===== config.mk =====
export PLATFORM = sky130hd
export DESIGN_NAME = ripple_fifo
export DESIGN_NICKNAME = d
export VERILOG_FILES = /design/src/rtl/ripple_fifo_pkg.sv /design/src/rtl/rf_edge.sv /design/src/rtl/rf_chain.sv /design/src/rtl/rf_wr_ctl.sv /design/src/rtl/rf_rd_ctl.sv /design/src/rtl/ripple_fifo.sv
export SDC_FILE = /design/constraint.sdc
export NUM_CORES = 1
export LEC_CHECK = 0
export ABC_AREA = 1
export BUFFER_PORTS_ARGS = -buffer_cell sky130_fd_sc_hd__buf_2
export CAP_MARGIN = 5
export CORE_MARGIN = 2
export CORE_UTILIZATION = 40
export CTS_CLUSTER_DIAMETER = 150
export DETAILED_ROUTE_END_ITERATION = 6
export GPL_TIMING_DRIVEN = 1
export PLACE_DENSITY = 0.68
export SETUP_SLACK_MARGIN = 0.15
export SYNTH_ARGS = -nofsm -noshare
export SYNTH_HDL_FRONTEND = slang
export SYNTH_HIERARCHICAL = 1
export SYNTH_SLANG_ARGS = --single-unit

===== constraint.sdc =====
create_clock -name clk -period 0.9 [get_ports clk]
set_input_delay 0.045 -clock clk [delete_from_list [all_inputs] [get_ports clk]]
set_output_delay 0.045 -clock clk [all_outputs]
set_load 0.02 [all_outputs]

===== src/rtl/ripple_fifo_pkg.sv =====
package ripple_fifo_pkg;

    typedef enum logic [1:0] {
        WR_OPEN  = 2'd0,
        WR_HOLD  = 2'd1,
        WR_DRAIN = 2'd2
    } wr_state_t;

    typedef enum logic [1:0] {
        RD_EMPTY = 2'd0,
        RD_READY = 2'd1,
        RD_HOLD  = 2'd2
    } rd_state_t;

endpackage


===== src/rtl/rf_edge.sv =====
module rf_edge (
    input  logic clk,
    input  logic rst_n,
    input  logic strobe,
    output logic rise,
    output logic fall
);
    logic s1_q, s2_q;

    always_ff @(posedge clk or negedge rst_n) begin
        if (!rst_n) begin
            s1_q <= 1'b0;
            s2_q <= 1'b0;
        end else begin
            s1_q <= strobe;
            s2_q <= s1_q;
        end
    end

    assign rise = s1_q & ~s2_q;
    assign fall = ~s1_q & s2_q;
endmodule


===== src/rtl/rf_chain.sv =====
module rf_chain #(
    parameter int WIDTH = 4,
    parameter int DEPTH = 64
) (
    input  logic             clk,
    input  logic             rst_n,
    input  logic             load,
    input  logic [WIDTH-1:0] din,
    input  logic             hold_head,
    input  logic             pop,
    output logic [DEPTH-1:0] occ,
    output logic [WIDTH-1:0] dout
);
    localparam int LAST = DEPTH - 1;

    logic [WIDTH-1:0] word [DEPTH];
    logic [DEPTH-2:0] move;

    // A cell hands its word on when the next cell is empty; the head cell waits for release.
    for (genvar i = 0; i < DEPTH - 1; i++) begin : g_move
        if (i == 0) begin : g_head
            assign move[i] = occ[i] & ~occ[i+1] & ~hold_head;
        end else begin : g_body
            assign move[i] = occ[i] & ~occ[i+1];
        end
    end

    for (genvar i = 0; i < DEPTH; i++) begin : g_cell
        logic             v_q;
        logic [WIDTH-1:0] d_q;

        if (i == 0) begin : g_in
            always_ff @(posedge clk or negedge rst_n) begin
                if (!rst_n) begin
                    v_q <= 1'b0;
                    d_q <= '0;
                end else if (load) begin
                    v_q <= 1'b1;
                    d_q <= din;
                end else if (move[i]) begin
                    v_q <= 1'b0;
                end
            end
        end else if (i == LAST) begin : g_out
            always_ff @(posedge clk or negedge rst_n) begin
                if (!rst_n) begin
                    v_q <= 1'b0;
                    d_q <= '0;
                end else if (move[i-1]) begin
                    v_q <= 1'b1;
                    d_q <= word[i-1];
                end else if (pop) begin
                    v_q <= 1'b0;
                end
            end
        end else begin : g_mid
            always_ff @(posedge clk or negedge rst_n) begin
                if (!rst_n) begin
                    v_q <= 1'b0;
                    d_q <= '0;
                end else if (move[i-1]) begin
                    v_q <= 1'b1;
                    d_q <= word[i-1];
                end else if (move[i]) begin
                    v_q <= 1'b0;
                end
            end
        end

        assign occ[i]  = v_q;
        assign word[i] = d_q;
    end

    assign dout = word[LAST];
endmodule


===== src/rtl/rf_wr_ctl.sv =====
module rf_wr_ctl
    import ripple_fifo_pkg::*;
(
    input  logic clk,
    input  logic rst_n,
    input  logic rise,
    input  logic fall,
    input  logic head_occ,
    output logic load,
    output logic hold_head,
    output logic ready
);
    wr_state_t state_q, state_d;

    always_ff @(posedge clk or negedge rst_n) begin
        if (!rst_n) state_q <= WR_OPEN;
        else        state_q <= state_d;
    end

    always_comb begin
        state_d   = state_q;
        load      = 1'b0;
        hold_head = 1'b0;
        ready     = 1'b0;
        unique case (state_q)
            WR_OPEN: begin
                ready = 1'b1;
                if (rise) begin
                    load    = 1'b1;
                    state_d = WR_HOLD;
                end
            end
            WR_HOLD: begin
                hold_head = 1'b1;
                if (fall) state_d = WR_DRAIN;
            end
            WR_DRAIN: begin
                if (!head_occ) state_d = WR_OPEN;
            end
            default: state_d = WR_OPEN;
        endcase
    end
endmodule


===== src/rtl/rf_rd_ctl.sv =====
module rf_rd_ctl
    import ripple_fifo_pkg::*;
(
    input  logic clk,
    input  logic rst_n,
    input  logic rise,
    input  logic fall,
    input  logic tail_occ,
    output logic pop,
    output logic hold,
    output logic ready
);
    rd_state_t state_q, state_d;

    always_ff @(posedge clk or negedge rst_n) begin
        if (!rst_n) state_q <= RD_EMPTY;
        else        state_q <= state_d;
    end

    always_comb begin
        state_d = state_q;
        pop     = 1'b0;
        hold    = 1'b0;
        ready   = 1'b0;
        unique case (state_q)
            RD_EMPTY: begin
                if (tail_occ) state_d = RD_READY;
            end
            RD_READY: begin
                ready = 1'b1;
                if (rise) state_d = RD_HOLD;
            end
            RD_HOLD: begin
                hold = 1'b1;
                if (fall) begin
                    pop     = 1'b1;
                    state_d = RD_EMPTY;
                end
            end
            default: state_d = RD_EMPTY;
        endcase
    end
endmodule


===== src/rtl/ripple_fifo.sv =====
module ripple_fifo #(
    parameter int WIDTH = 4,
    parameter int DEPTH = 64
) (
    input  logic             clk,
    input  logic             rst_n,
    input  logic [WIDTH-1:0] data_in,
    input  logic             shift_in,
    output logic             in_ready,
    input  logic             shift_out,
    output logic             out_ready,
    output logic [WIDTH-1:0] data_out
);
    logic             si_rise, si_fall, so_rise, so_fall;
    logic             load, hold_head, pop, rd_hold;
    logic [DEPTH-1:0] occ;

    rf_edge u_si_edge (
        .clk(clk), .rst_n(rst_n), .strobe(shift_in), .rise(si_rise), .fall(si_fall)
    );

    rf_edge u_so_edge (
        .clk(clk), .rst_n(rst_n), .strobe(shift_out), .rise(so_rise), .fall(so_fall)
    );

    rf_wr_ctl u_wr (
        .clk(clk), .rst_n(rst_n), .rise(si_rise), .fall(si_fall),
        .head_occ(occ[0]), .load(load), .hold_head(hold_head), .ready(in_ready)
    );

    rf_rd_ctl u_rd (
        .clk(clk), .rst_n(rst_n), .rise(so_rise), .fall(so_fall),
        .tail_occ(occ[DEPTH-1]), .pop(pop), .hold(rd_hold), .ready(out_ready)
    );

    rf_chain #(.WIDTH(WIDTH), .DEPTH(DEPTH)) u_chain (
        .clk(clk), .rst_n(rst_n), .load(load), .din(data_in), .hold_head(hold_head),
        .pop(pop), .occ(occ), .dout(data_out)
    );
endmodule


==> flow_results.org <==
** Final layout
- Sequential cell area :: 8270 um^2
- Share of post-route cells with drive strength above 1 :: 56.1%
- Commonest non-fill, non-tap cell in the layout :: sky130_fd_sc_hd__dfrtp_1
- The library cells used most frequently in the layout, excluding fill and tap cells, are sky130_fd_sc_hd__dfrtp_1 (278), sky130_fd_sc_hd__nand2_2 (262), sky130_fd_sc_hd__nand2_1 (244).
- Count of fill cells added during filler insertion :: 2135
- Post-layout instance area :: 19400 um^2
- Core occupancy in the finished layout :: 63.2%
- The number of antenna diodes in the final layout is 0.
- The finished layout holds 2049 standard cells, fillers aside.
- In the final layout, the multi-input gates occupy 6090 um^2.
- For this run, the post-layout net count is 1637.
- The area growth from synthesis to layout is 54.9%.

** Routing
- Detailed routing inserted a total of 10300 vias.
- After the first detailed-routing iteration, the DRC count stood at 582.
- The first detailed-routing pass took 4 iterations.
- Final WL :: 29.9 mm
- Detail-routed via count per cell :: 5.01
- ANT nets after route :: 0
- Number of remaining DRC errors :: 0
- Average wire per cell in the routed design :: 14.6 um

** Placed design
- Routability-driven placement finished with a final weighted congestion of 0.738.
- In this run the tool buffered the top-level ports with 13 buffer cells.
- Cell area reported after detailed placement :: 13700 um^2
- Detailed placer's ending HPWL :: 14.4 mm
- Placed cells :: 1806

** Critical path
- The cell family contributing the most delay on the critical path is flip-flops.
- Slowest cell on crit path :: sky130_fd_sc_hd__dfrtp_1
- STA puts the critical path data arrival time at 1260 ps.
- The signal on the critical path passes through nor2_4, buf_6, buf_6.
- For this run, the slowest stage of the critical path takes 420 ps.
- The worst setup path is launched from a flip-flop.
- Setup crit start :: u_wr/state_q[0]
- Cell mode on critical path :: sky130_fd_sc_hd__buf_6
- In this run the worst path has a maximum fanout of 2.
- Worst setup EP type :: primary output
- For the worst setup path, the data required time is 850 ps.
- The setup path with the least slack is of type flip-flop to primary output.
- Number of buffers and inverters on the critical path :: 2
- Reg2Reg Launch Point :: u_wr/state_q[0]

** Run status
- The final reports fail on hold timing, setup timing.
- Status :: finished with violations

** STA
- Dividing the final minimum period by the clock period gives 145%.
- Worst setup margin :: -404 ps
- Worst Clk Skew :: 17.8 ps
- Slew at the pin with the worst max-slew slack :: 320 ps
- Setup repair after global routing could not meet its margin everywhere.
- For the finished layout, the period the worst path requires is 1300 ps.
- Final Setup Violations :: 39
- Static timing analysis puts the maximum clock frequency at 767 MHz.
- Measured against its own limit, the worst slew margin works out to 78.7%.
- Final hold violations :: 8
- Final number of max-transition violations :: 0
- Fin Hold WS :: -21.5 ps

** Synthesis
- Number of cells produced by synthesis :: 1325
- Net count of the mapped netlist :: 1333
- Syn Std Cell Area :: 12500 um^2
- The Yosys step of the flow raised 6 warnings.
- A synthesized cell averages 9.46 um^2.

** Pwr
- Largest voltage drop on the vdd net :: 1.58 mV
- Power spread over the standard cell area amounts to 2620 nW/um^2.
- LEAKAGE :: 9.50 nW

** Floorplan
- Total core area :: 30700 um^2
- For this configuration, the core starts out at a cell density of 40.8%.
- Die height :: 181 um
- Die footprint :: 32800 um^2
- Measured along the x axis, the die boundary spans 181 um.
- The initialized floorplan defines 64 standard-cell rows.
- # IOs :: 14

** CTS
- Number of buffers on the longest clock path :: 3
- Clock sink total :: 328
- TritonCTS clock tree :: done
- Number of buffers created by CTS :: 35
- The H-tree was split into 2 levels.
- CTS root buf :: sky130_fd_sc_hd__clkbuf_16
- Reg clk slew, reported paths :: 60 ps
- The clock reaches the later pin of the worst-skew pair after 520 ps.

** Global route
- GR Layer Usage met2 :: 29.6%
- Entering global routing, the biggest net connects 56 pins.
- Vias in the first global route :: 10500
- Global Route met3 Usage :: 2.24%
- Across every metal layer, demand over resource in global routing totals 16.5%.
- The number of antenna violations at the first check in global routing is 0.
- Global routing used 21.0% of the available met1 tracks.
- Busiest grt layer :: met2
- Wire length of the first global-routing pass :: 46.8 mm
- GRT Residual Overflow :: 0

** Run
- Max-cap violations in this run came to 0.

** Worst hold path
- The worst hold path belongs to the class input pin to asynchronous set/reset pin.
[sequential cells by signal, indices dropped and copies added (netlist names)]
name / flops
u_chain/g_cell.d_q: 252
u_chain/g_cell.v_q: 64
u_chain/dout: 4
u_rd/state_q: 2
u_wr/state_q: 2
u_si_edge/s1_q: 1
u_si_edge/s2_q: 1
u_so_edge/s1_q: 1
u_so_edge/s2_q: 1
[area by class of cell]
class	count	area share, %
Timing Repair Buffer	269	14.8
Inverter	77	2.69
Clock inverter	15	0.780
Sequential cell	328	42.6
Multi-Input combinational cell	918	31.4
Tap cell	396	2.55
Clock buffer	46	5.20
[per-layer routing]
metal / wire [um] / part of all wire [%] / vias up
li1: - / - / 4944
met1: 12300 / 41 / 5107
met2: 16200 / 54 / 149
met3: 758 / 2.5 / 56
met4: 643 / 2.1 / 0
met5: 0 / 0 / -
[final timing paths]
| kind | end | slack, ps | cells past startpoint |
|---|---|---|---|
| max | in_ready | -400 | 3 |
| min | u_chain/g_cell[20].d_q[1] | -20 | 2 |
| max reg2reg | u_chain/g_cell[0].v_q | -310 | 8 |
| min reg2reg | u_si_edge/s2_q | 400 | 0 |
| max in group asynchronous | u_chain/g_cell[15].v_q | 280 | 3 |
| min in group clk | u_si_edge/s1_q | 190 | 2 |
[what timing repair did]
item | 4_1_cts | 5_1_grt
pin swaps | 107 | 115
buffers inserted | 131 | 44
hold buffers | 7 | 0
gates resized for setup | 404 | 459
endpoints found under the setup margin | 330 | 330
hold endpoints to repair | 334 | 0
gates cloned | 0 | 0
[through the flow]
| stage | setup TNS (ps) | power (mW) | worst slack (ps) |
|---|---|---|---|
| final | -4950 | 50.9 | -404 |
| after global routing | -8880 | 53.3 | -458 |
| after CTS | -3150 | 46.1 | -388 |
| after detailed placement | -740 | 25.6 | -85.0 |
| after global placement | -391 | 25.4 | -55.0 |
| after floorplan | -526 | 22.7 | -105 |
[worst register-to-register path: stages (launching register included)]
cell	delay, ps
sky130_fd_sc_hd__dfrtp_1	420
sky130_fd_sc_hd__buf_4	150
sky130_fd_sc_hd__buf_6	110
sky130_fd_sc_hd__inv_2	40
sky130_fd_sc_hd__nor2_1	40
sky130_fd_sc_hd__inv_2	90
sky130_fd_sc_hd__nand3_4	120
sky130_fd_sc_hd__nand2_2	80
sky130_fd_sc_hd__nand2_1	50
[power by group]
group	total [mW]	internal (mW)	switching [mW]
registers	19.2	16.7	2.50
clock network	14.4	8.53	5.86
logic	17.3	8.51	8.80
total	50.9	33.7	17.2
Note: power is estimated with default switching activity, not from simulation.
